$ cat src/rtl/lkr_pkg.sv
package lkr_pkg;
    typedef enum logic [2:0] {
        S_IDLE,
        S_WAIT,
        S_SUCCESS,
        S_RESET,
        S_BACKOFF,
        S_CHECK,
        S_RETRY,
        S_YIELD
    } lkr_state_e;
endpackage

$ cat src/rtl/lkr_downcnt.sv
module lkr_downcnt #(
    parameter int W = 8
) (
    input  logic         clk,
    input  logic         rst_n,
    input  logic         load,
    input  logic [W-1:0] load_val,
    input  logic         dec,
    output logic [W-1:0] cnt,
    output logic         last
);
    always_ff @(posedge clk or negedge rst_n) begin
        if (!rst_n)
            cnt <= '0;
        else if (load)
            cnt <= load_val;
        else if (dec && cnt != '0)
            cnt <= cnt - W'(1);
    end

    assign last = (cnt == W'(1));


    no_underflow_chk: assert property (@(posedge clk) disable iff (!rst_n)
        (dec && !load) |-> (cnt != '0));


    dec_step_chk: assert property (@(posedge clk) disable iff (!rst_n)
        (dec && !load && cnt > W'(1)) |=> (cnt == $past(cnt) - W'(1)));
endmodule

$ cat src/rtl/lkr_retry_limit.sv
module lkr_retry_limit #(
    parameter int MAX_RETRY = 3
) (
    input  logic clk,
    input  logic rst_n,
    input  logic bump,
    input  logic clr_ok,
    input  logic err_clear,
    output logic limit_hit,
    output logic err_sticky
);
    localparam int MAX_EFF = (MAX_RETRY < 1) ? 1 : MAX_RETRY;
    localparam int CW      = $clog2(MAX_EFF + 1);

    logic [CW-1:0] count;

    always_ff @(posedge clk or negedge rst_n) begin
        if (!rst_n) begin
            count      <= '0;
            err_sticky <= 1'b0;
        end else if (err_clear) begin
            count      <= '0;
            err_sticky <= 1'b0;
        end else if (bump) begin
            if (count != CW'(MAX_EFF))
                count <= count + CW'(1);
            if (count == CW'(MAX_EFF - 1))
                err_sticky <= 1'b1;
        end else if (clr_ok) begin
            count <= '0;
        end
    end

    assign limit_hit = (count == CW'(MAX_EFF));


    err_rise_chk: assert property (@(posedge clk) disable iff (!rst_n)
        $rose(err_sticky) |-> $past(bump));


    count_range_chk: assert property (@(posedge clk) disable iff (!rst_n)
        count <= CW'(MAX_EFF));
endmodule

$ cat src/rtl/i2c_lockup_recovery.sv
module i2c_lockup_recovery
    import lkr_pkg::*;
#(
    parameter int TO_W       = 16,
    parameter int ID_W       = 7,
    parameter int RST_CYCLES = 4,
    parameter int MAX_RETRY  = 3,
    parameter int BO_MULT    = 10
) (
    input  logic            clk,
    input  logic            rst_n,
    input  logic            xfer_start,
    input  logic            done_irq,
    input  logic            bus_idle,
    input  logic [ID_W-1:0] dev_id,
    input  logic            is_master,
    input  logic            backoff_bypass,
    input  logic [TO_W-1:0] timeout_cycles,
    input  logic            err_clear,
    output logic            sif_reset,
    output logic            retry_req,
    output logic            yield,
    output logic            success,
    output logic            err_sticky
);
    localparam int RST_EFF = (RST_CYCLES < 2) ? 2 : RST_CYCLES;
    localparam int RC_W    = $clog2(RST_EFF + 1);
    localparam int BO_MAX  = ((1 << ID_W) - 1) * BO_MULT;
    localparam int BO_W    = $clog2(BO_MAX + 1);

    lkr_state_e state, state_nx;

    logic [TO_W-1:0] to_cnt, to_val;
    logic [RC_W-1:0] rs_cnt;
    logic [BO_W-1:0] bo_cnt, bo_val, bo_prod;
    logic            to_last, rs_last, bo_last;
    logic            load_to, load_rs, load_bo;
    logic            limit_hit;

    assign to_val  = (timeout_cycles == '0) ? TO_W'(1) : timeout_cycles;
    assign bo_prod = BO_W'(dev_id) * BO_W'(BO_MULT);
    assign bo_val  = (bo_prod == '0) ? BO_W'(1) : bo_prod;

    assign load_to = (state == S_IDLE) && xfer_start;
    assign load_rs = (state == S_WAIT) && !done_irq && to_last;
    assign load_bo = (state == S_RESET) && rs_last;

    lkr_downcnt #(.W(TO_W)) u_timeout (
        .clk(clk), .rst_n(rst_n), .load(load_to), .load_val(to_val),
        .dec(state == S_WAIT), .cnt(to_cnt), .last(to_last)
    );

    lkr_downcnt #(.W(RC_W)) u_rst_width (
        .clk(clk), .rst_n(rst_n), .load(load_rs), .load_val(RC_W'(RST_EFF)),
        .dec(state == S_RESET), .cnt(rs_cnt), .last(rs_last)
    );

    lkr_downcnt #(.W(BO_W)) u_backoff (
        .clk(clk), .rst_n(rst_n), .load(load_bo), .load_val(bo_val),
        .dec(state == S_BACKOFF), .cnt(bo_cnt), .last(bo_last)
    );

    lkr_retry_limit #(.MAX_RETRY(MAX_RETRY)) u_limit (
        .clk(clk), .rst_n(rst_n), .bump(load_rs),
        .clr_ok(state == S_SUCCESS || state == S_YIELD),
        .err_clear(err_clear), .limit_hit(limit_hit), .err_sticky(err_sticky)
    );

    // State register
    always_ff @(posedge clk or negedge rst_n) begin
        if (!rst_n)
            state <= S_IDLE;
        else
            state <= state_nx;
    end

    // Transitions
    always_comb begin
        state_nx = state;
        unique case (state)
            S_IDLE:    if (xfer_start) state_nx = S_WAIT;
            S_WAIT: begin
                if (done_irq)     state_nx = S_SUCCESS;
                else if (to_last) state_nx = S_RESET;
            end
            S_SUCCESS: state_nx = S_IDLE;
            S_RESET: begin
                if (rs_last) begin
                    if (!is_master || limit_hit) state_nx = S_IDLE;
                    else if (backoff_bypass)     state_nx = S_CHECK;
                    else                         state_nx = S_BACKOFF;
                end
            end
            S_BACKOFF: if (bo_last) state_nx = S_CHECK;
            S_CHECK:   state_nx = bus_idle ? S_RETRY : S_YIELD;
            S_RETRY:   state_nx = S_IDLE;
            S_YIELD:   state_nx = S_IDLE;
            default:   state_nx = S_IDLE;
        endcase
    end

    // Outputs
    always_comb begin
        sif_reset = (state == S_RESET);
        retry_req = (state == S_RETRY);
        yield     = (state == S_YIELD);
        success   = (state == S_SUCCESS);
    end


    rst_min_width_chk: assert property (@(posedge clk) disable iff (!rst_n)
        $fell(sif_reset) |-> $past(sif_reset, 2));


    one_result_chk: assert property (@(posedge clk) disable iff (!rst_n)
        $onehot0({retry_req, yield, success, sif_reset}));


    retry_cause_chk: assert property (@(posedge clk) disable iff (!rst_n)
        retry_req |-> $past(bus_idle));


    yield_cause_chk: assert property (@(posedge clk) disable iff (!rst_n)
        yield |-> !$past(bus_idle));


    success_cause_chk: assert property (@(posedge clk) disable iff (!rst_n)
        success |-> $past(done_irq));


    retry_single_chk: assert property (@(posedge clk) disable iff (!rst_n)
        retry_req |=> !retry_req);
endmodule

$ cat config.mk
export PLATFORM = sky130hd
export DESIGN_NAME = i2c_lockup_recovery
export DESIGN_NICKNAME = d
export VERILOG_FILES = /design/src/rtl/lkr_pkg.sv /design/src/rtl/lkr_downcnt.sv /design/src/rtl/lkr_retry_limit.sv /design/src/rtl/i2c_lockup_recovery.sv
export SDC_FILE = /design/constraint.sdc
export NUM_CORES = 1
export LEC_CHECK = 0
export BUFFER_PORTS_ARGS = -buffer_cell sky130_fd_sc_hd__buf_2
export CAP_MARGIN = 25
export CORE_UTILIZATION = 55
export CTS_CLUSTER_SIZE = 10
export DETAILED_ROUTE_END_ITERATION = 7
export MAX_ROUTING_LAYER = met4
export PLACE_DENSITY = 0.84
export SYNTH_ARGS = -nofsm -noshare
export SYNTH_HDL_FRONTEND = slang
export SYNTH_SLANG_ARGS = --single-unit
$ cat constraint.sdc
create_clock -name clk -period 2.7 [get_ports clk]
set_input_delay 0.135 -clock clk [delete_from_list [all_inputs] [get_ports clk]]
set_output_delay 0.135 -clock clk [all_outputs]
set_load 0.01 [all_outputs]
==> flow_metrics.tcl <==
set metrics [dict create \
    clk_path_buf_depth 2 \
    ff2ff_setup_slack_ns 0.33 \
    startpoint_type "flip-flop" \
    post-dp-hpwl_mm 4.21 \
    post-route-period-util_pct 87.6 \
    place_inst 369 \
    timing.fmax_ghz 0.423 \
    die_y_um 70.3 \
    drt.antenna.violating_nets 0 \
    start_point_of_the_critical_path "u_timeout.cnt[0]" \
    detail_route.vias_per_cell 6.06 \
    vdd_drop_max_mv 0.366 \
    remaining_drc_errors 0 \
    first_pass_iters 4 \
    synthesis.area_mm2 0.00256 \
    yosys.cell_types.count 56 \
    share_of_cells_above_drive_strength_1_pct 17.8 \
    final_period_minus_worst_setup_slack_ns 2.37 \
    design.die.area_mm2 0.00494 \
    crit_path_end "u_timeout.cnt[14]" \
    fin_tns_setup_ns 0 \
    final_net_count 376 \
    postSynthCellCount 290 \
    report.final.hold_viol_count 0 \
    clk_latency_ns 0.29 \
    power.static_leakage_nw 1.28 \
    synth_enable_flop_cells 0 \
    timing.hold.ws_ns 0.0517 \
    num-fill-cells 353 \
    initial_antenna_violation_count 0 \
    clock-skew-final_ns 0.00841 \
    syn_to_final_growth_pct 12.4 \
    n_antenna_cell 0 \
    drv_cap 0 \
    layout.cells.most_common_list "sky130_fd_sc_hd__dfrtp_1 (36), sky130_fd_sc_hd__buf_2 (35), sky130_fd_sc_hd__nor2_1 (28)" \
    synthFlopType "sky130_fd_sc_hd__dfrtp_1" \
    globalRouteTotalUtil_pct 25.4 \
    sequential_to_total_area_share_from_yosys_stat_pct 35.1 \
    placeableCoreArea_mm2 0.00441 \
    wire_per_inst_um 14.8 \
    detailed_route_iter0_violations 139 \
    cts_root_buf "sky130_fd_sc_hd__clkbuf_8" \
    pre_cts_worst_setup_slack_ns 0.402 \
    drt-total-wl_mm 5.59 \
    worst_ep_arrival_time_ns 2.58 \
    run_status "complete, no violations" \
    htreeDepth 2 \
    worst_reg2reg_startpoint "u_timeout.cnt[0]" \
    r2r_end "u_timeout.cnt[14]" \
    total_of_buffers_placed_on_input_and_output_ports 35 \
    syn_area_per_cell_um2 8.84 \
    yosys_warnings 0 \
    cts.repair.resized 0 \
    clock_buffer_count_from_cts 5 \
    cp_max_fo 6 \
    crit_required_ns 2.92 \
    footprint_of_the_multi_input_gates_mm2 0.00157 \
    setup_violations 0 \
    r2r.worst_path.cells 7 \
    timing.hold.worst.class "primary input to flip-flop" \
    grt_start_max_net_pins 37 \
    grt_first_pass_wirelength_mm 9.71 \
    timing_worst_setup_path_type "flip-flop to flip-flop" \
    gpl.final_weighted_congestion 0.840 \
    layout.core_utilization_pct 65.3 \
    transition_time_at_the_pin_with_the_least_slew_margin_ns 0.803 \
    mostFrequentLayoutCell "sky130_fd_sc_hd__dfrtp_1" \
    synth_seq_cells 36 \
    number_of_buffers_inserted_for_hold_repair_after_clock_tree_synthesis 1 \
    timing_max_transition_violations_final 0 \
    syn-num-nets 341 \
    cts_tree "yes" \
    post-cts-setup-buffer-count 0 \
    async_reset_ff_share_pct 100 \
    pin_count 36 \
    vias_in_the_first_global_route 2198 \
    crit_path_end_kind "flip-flop" \
    grt_setup_unrepaired "false" \
    final_critical_path_setup_slack_ns 0.334 \
    initial_core_util_pct 58.1 \
    gr-total-overflow 0 \
    route.vias.total 2290 \
    seq_area_um2 901 \
    power_per_unit_of_standard_cell_area_mw_per_mm2 914 \
    max-slew-margin-rel_pct 46.5 \
    floorplan.rows 24 \
    cts.reportedPaths.clkPinSlew_ns 0.08 \
    cts.sinks 36 \
    post_layout_nonfiller_instances 378 \
    dieWidth_um 70.3 \
]
## logic make-up after synthesis
kind of cell,synth area share (%)
compound gates,15.7
xor+xnor,4.44
fa+ha+maj,10.1
buf+inv,3.95
flops,35.1
mux,2.39
simple gates,28.3
## routing by layer
metal | vias up | part of all wire [%] | GRT usage, %
met3 | 14 | 3.6 | 4.76
met4 | 0 | 2.2 | 11.6
met2 | 52 | 49 | 41.6
met1 | 1089 | 45 | 30.2
met5 | - | 0 | -
li1 | 1135 | - | -
## power breakdown
group	switching [mW]	leakage [nW]	total, mW	internal [mW]
Sequential	0.316	0.428	1.11	0.790
Clock	0.197	0.0510	0.401	0.204
Combinational	0.599	0.799	1.13	0.528
Total	1.11	1.28	2.63	1.52
## worst max-delay path, stage by stage (launching register included)
cell                       delay (ns)
sky130_fd_sc_hd__dfrtp_1         0.42
sky130_fd_sc_hd__inv_1           0.11
sky130_fd_sc_hd__ha_1            0.22
sky130_fd_sc_hd__or3b_1          0.49
sky130_fd_sc_hd__or3_1           0.34
sky130_fd_sc_hd__nor3_1          0.38
sky130_fd_sc_hd__a211oi_1        0.15
sky130_fd_sc_hd__nor3_1          0.17
## Yosys cell counts (all sizes together) (2+ instances only)
| master | instances | area (um^2) |
|---|---|---|
| nand4b | 3 | 26.3 |
| and3 | 5 | 31.3 |
| xnor2 | 5 | 43.8 |
| nor2 | 28 | 105 |
| or3 | 6 | 42.5 |
| a31oi | 3 | 18.8 |
| clkbuf | 9 | 33.8 |
| a211oi | 4 | 30.0 |
| or3b | 2 | 17.5 |
| nand3 | 12 | 60.1 |
| or4 | 4 | 33.8 |
| xor2 | 8 | 70.1 |
| nor2b | 4 | 25.0 |
| or2 | 3 | 18.8 |
| o31ai | 2 | 28.8 |
| o21ai | 12 | 60.1 |
| ha | 19 | 238 |
| inv | 15 | 56.3 |
| nand2b | 4 | 25.0 |
| nor3 | 17 | 85.1 |
| a22oi | 3 | 22.5 |
| mux2i | 5 | 50.1 |
| nand3b | 3 | 22.5 |
| o21a | 4 | 30.0 |
| nor4 | 12 | 87.6 |
| dfrtp | 36 | 901 |
| nor3b | 4 | 35.0 |
| a21oi | 11 | 55.1 |
| o211ai | 5 | 37.5 |
| nand2 | 24 | 90.1 |
## final cells by class
cell class                 instances  area share (%)
clock buffer                       6            2.87
clock inverter                     2           0.347
inverter                          15            1.95
multi-input combinational        229            54.4
sequential                        36            31.3
tap                               52            2.26
timing repair buffer              38            6.95
## registers in the layout, summed over array words and instances, names as in the netlist
signal              flops
state                   3
u_backoff.cnt          11
u_limit.count           2
u_limit.err_sticky      1
u_rst_width.cnt         3
u_timeout.cnt          16
## worst min-delay path by stage
stage                 startpoint                 end  slack, ns  cells after the start
2_1_floorplan              rst_n            state[0]      -0.16                      0
3_3_place_gp               rst_n    u_timeout.cnt[7]       0.27                      1
3_5_place_dp               rst_n    u_timeout.cnt[7]       0.27                      1
4_1_cts        timeout_cycles[8]    u_timeout.cnt[8]       0.05                      3
5_1_grt                err_clear  u_limit.err_sticky       0.05                      2
6_report       timeout_cycles[8]    u_timeout.cnt[8]       0.05                      3
## through the flow
step	total power, mW	cell area, um^2
2_1_floorplan	1.92	2560
3_3_place_gp	2.17	2780
3_5_place_dp	2.22	2780
4_1_cts	2.63	2880
5_1_grt	2.85	2880
6_report	2.63	2880
Power figures use the tool's default switching activity.
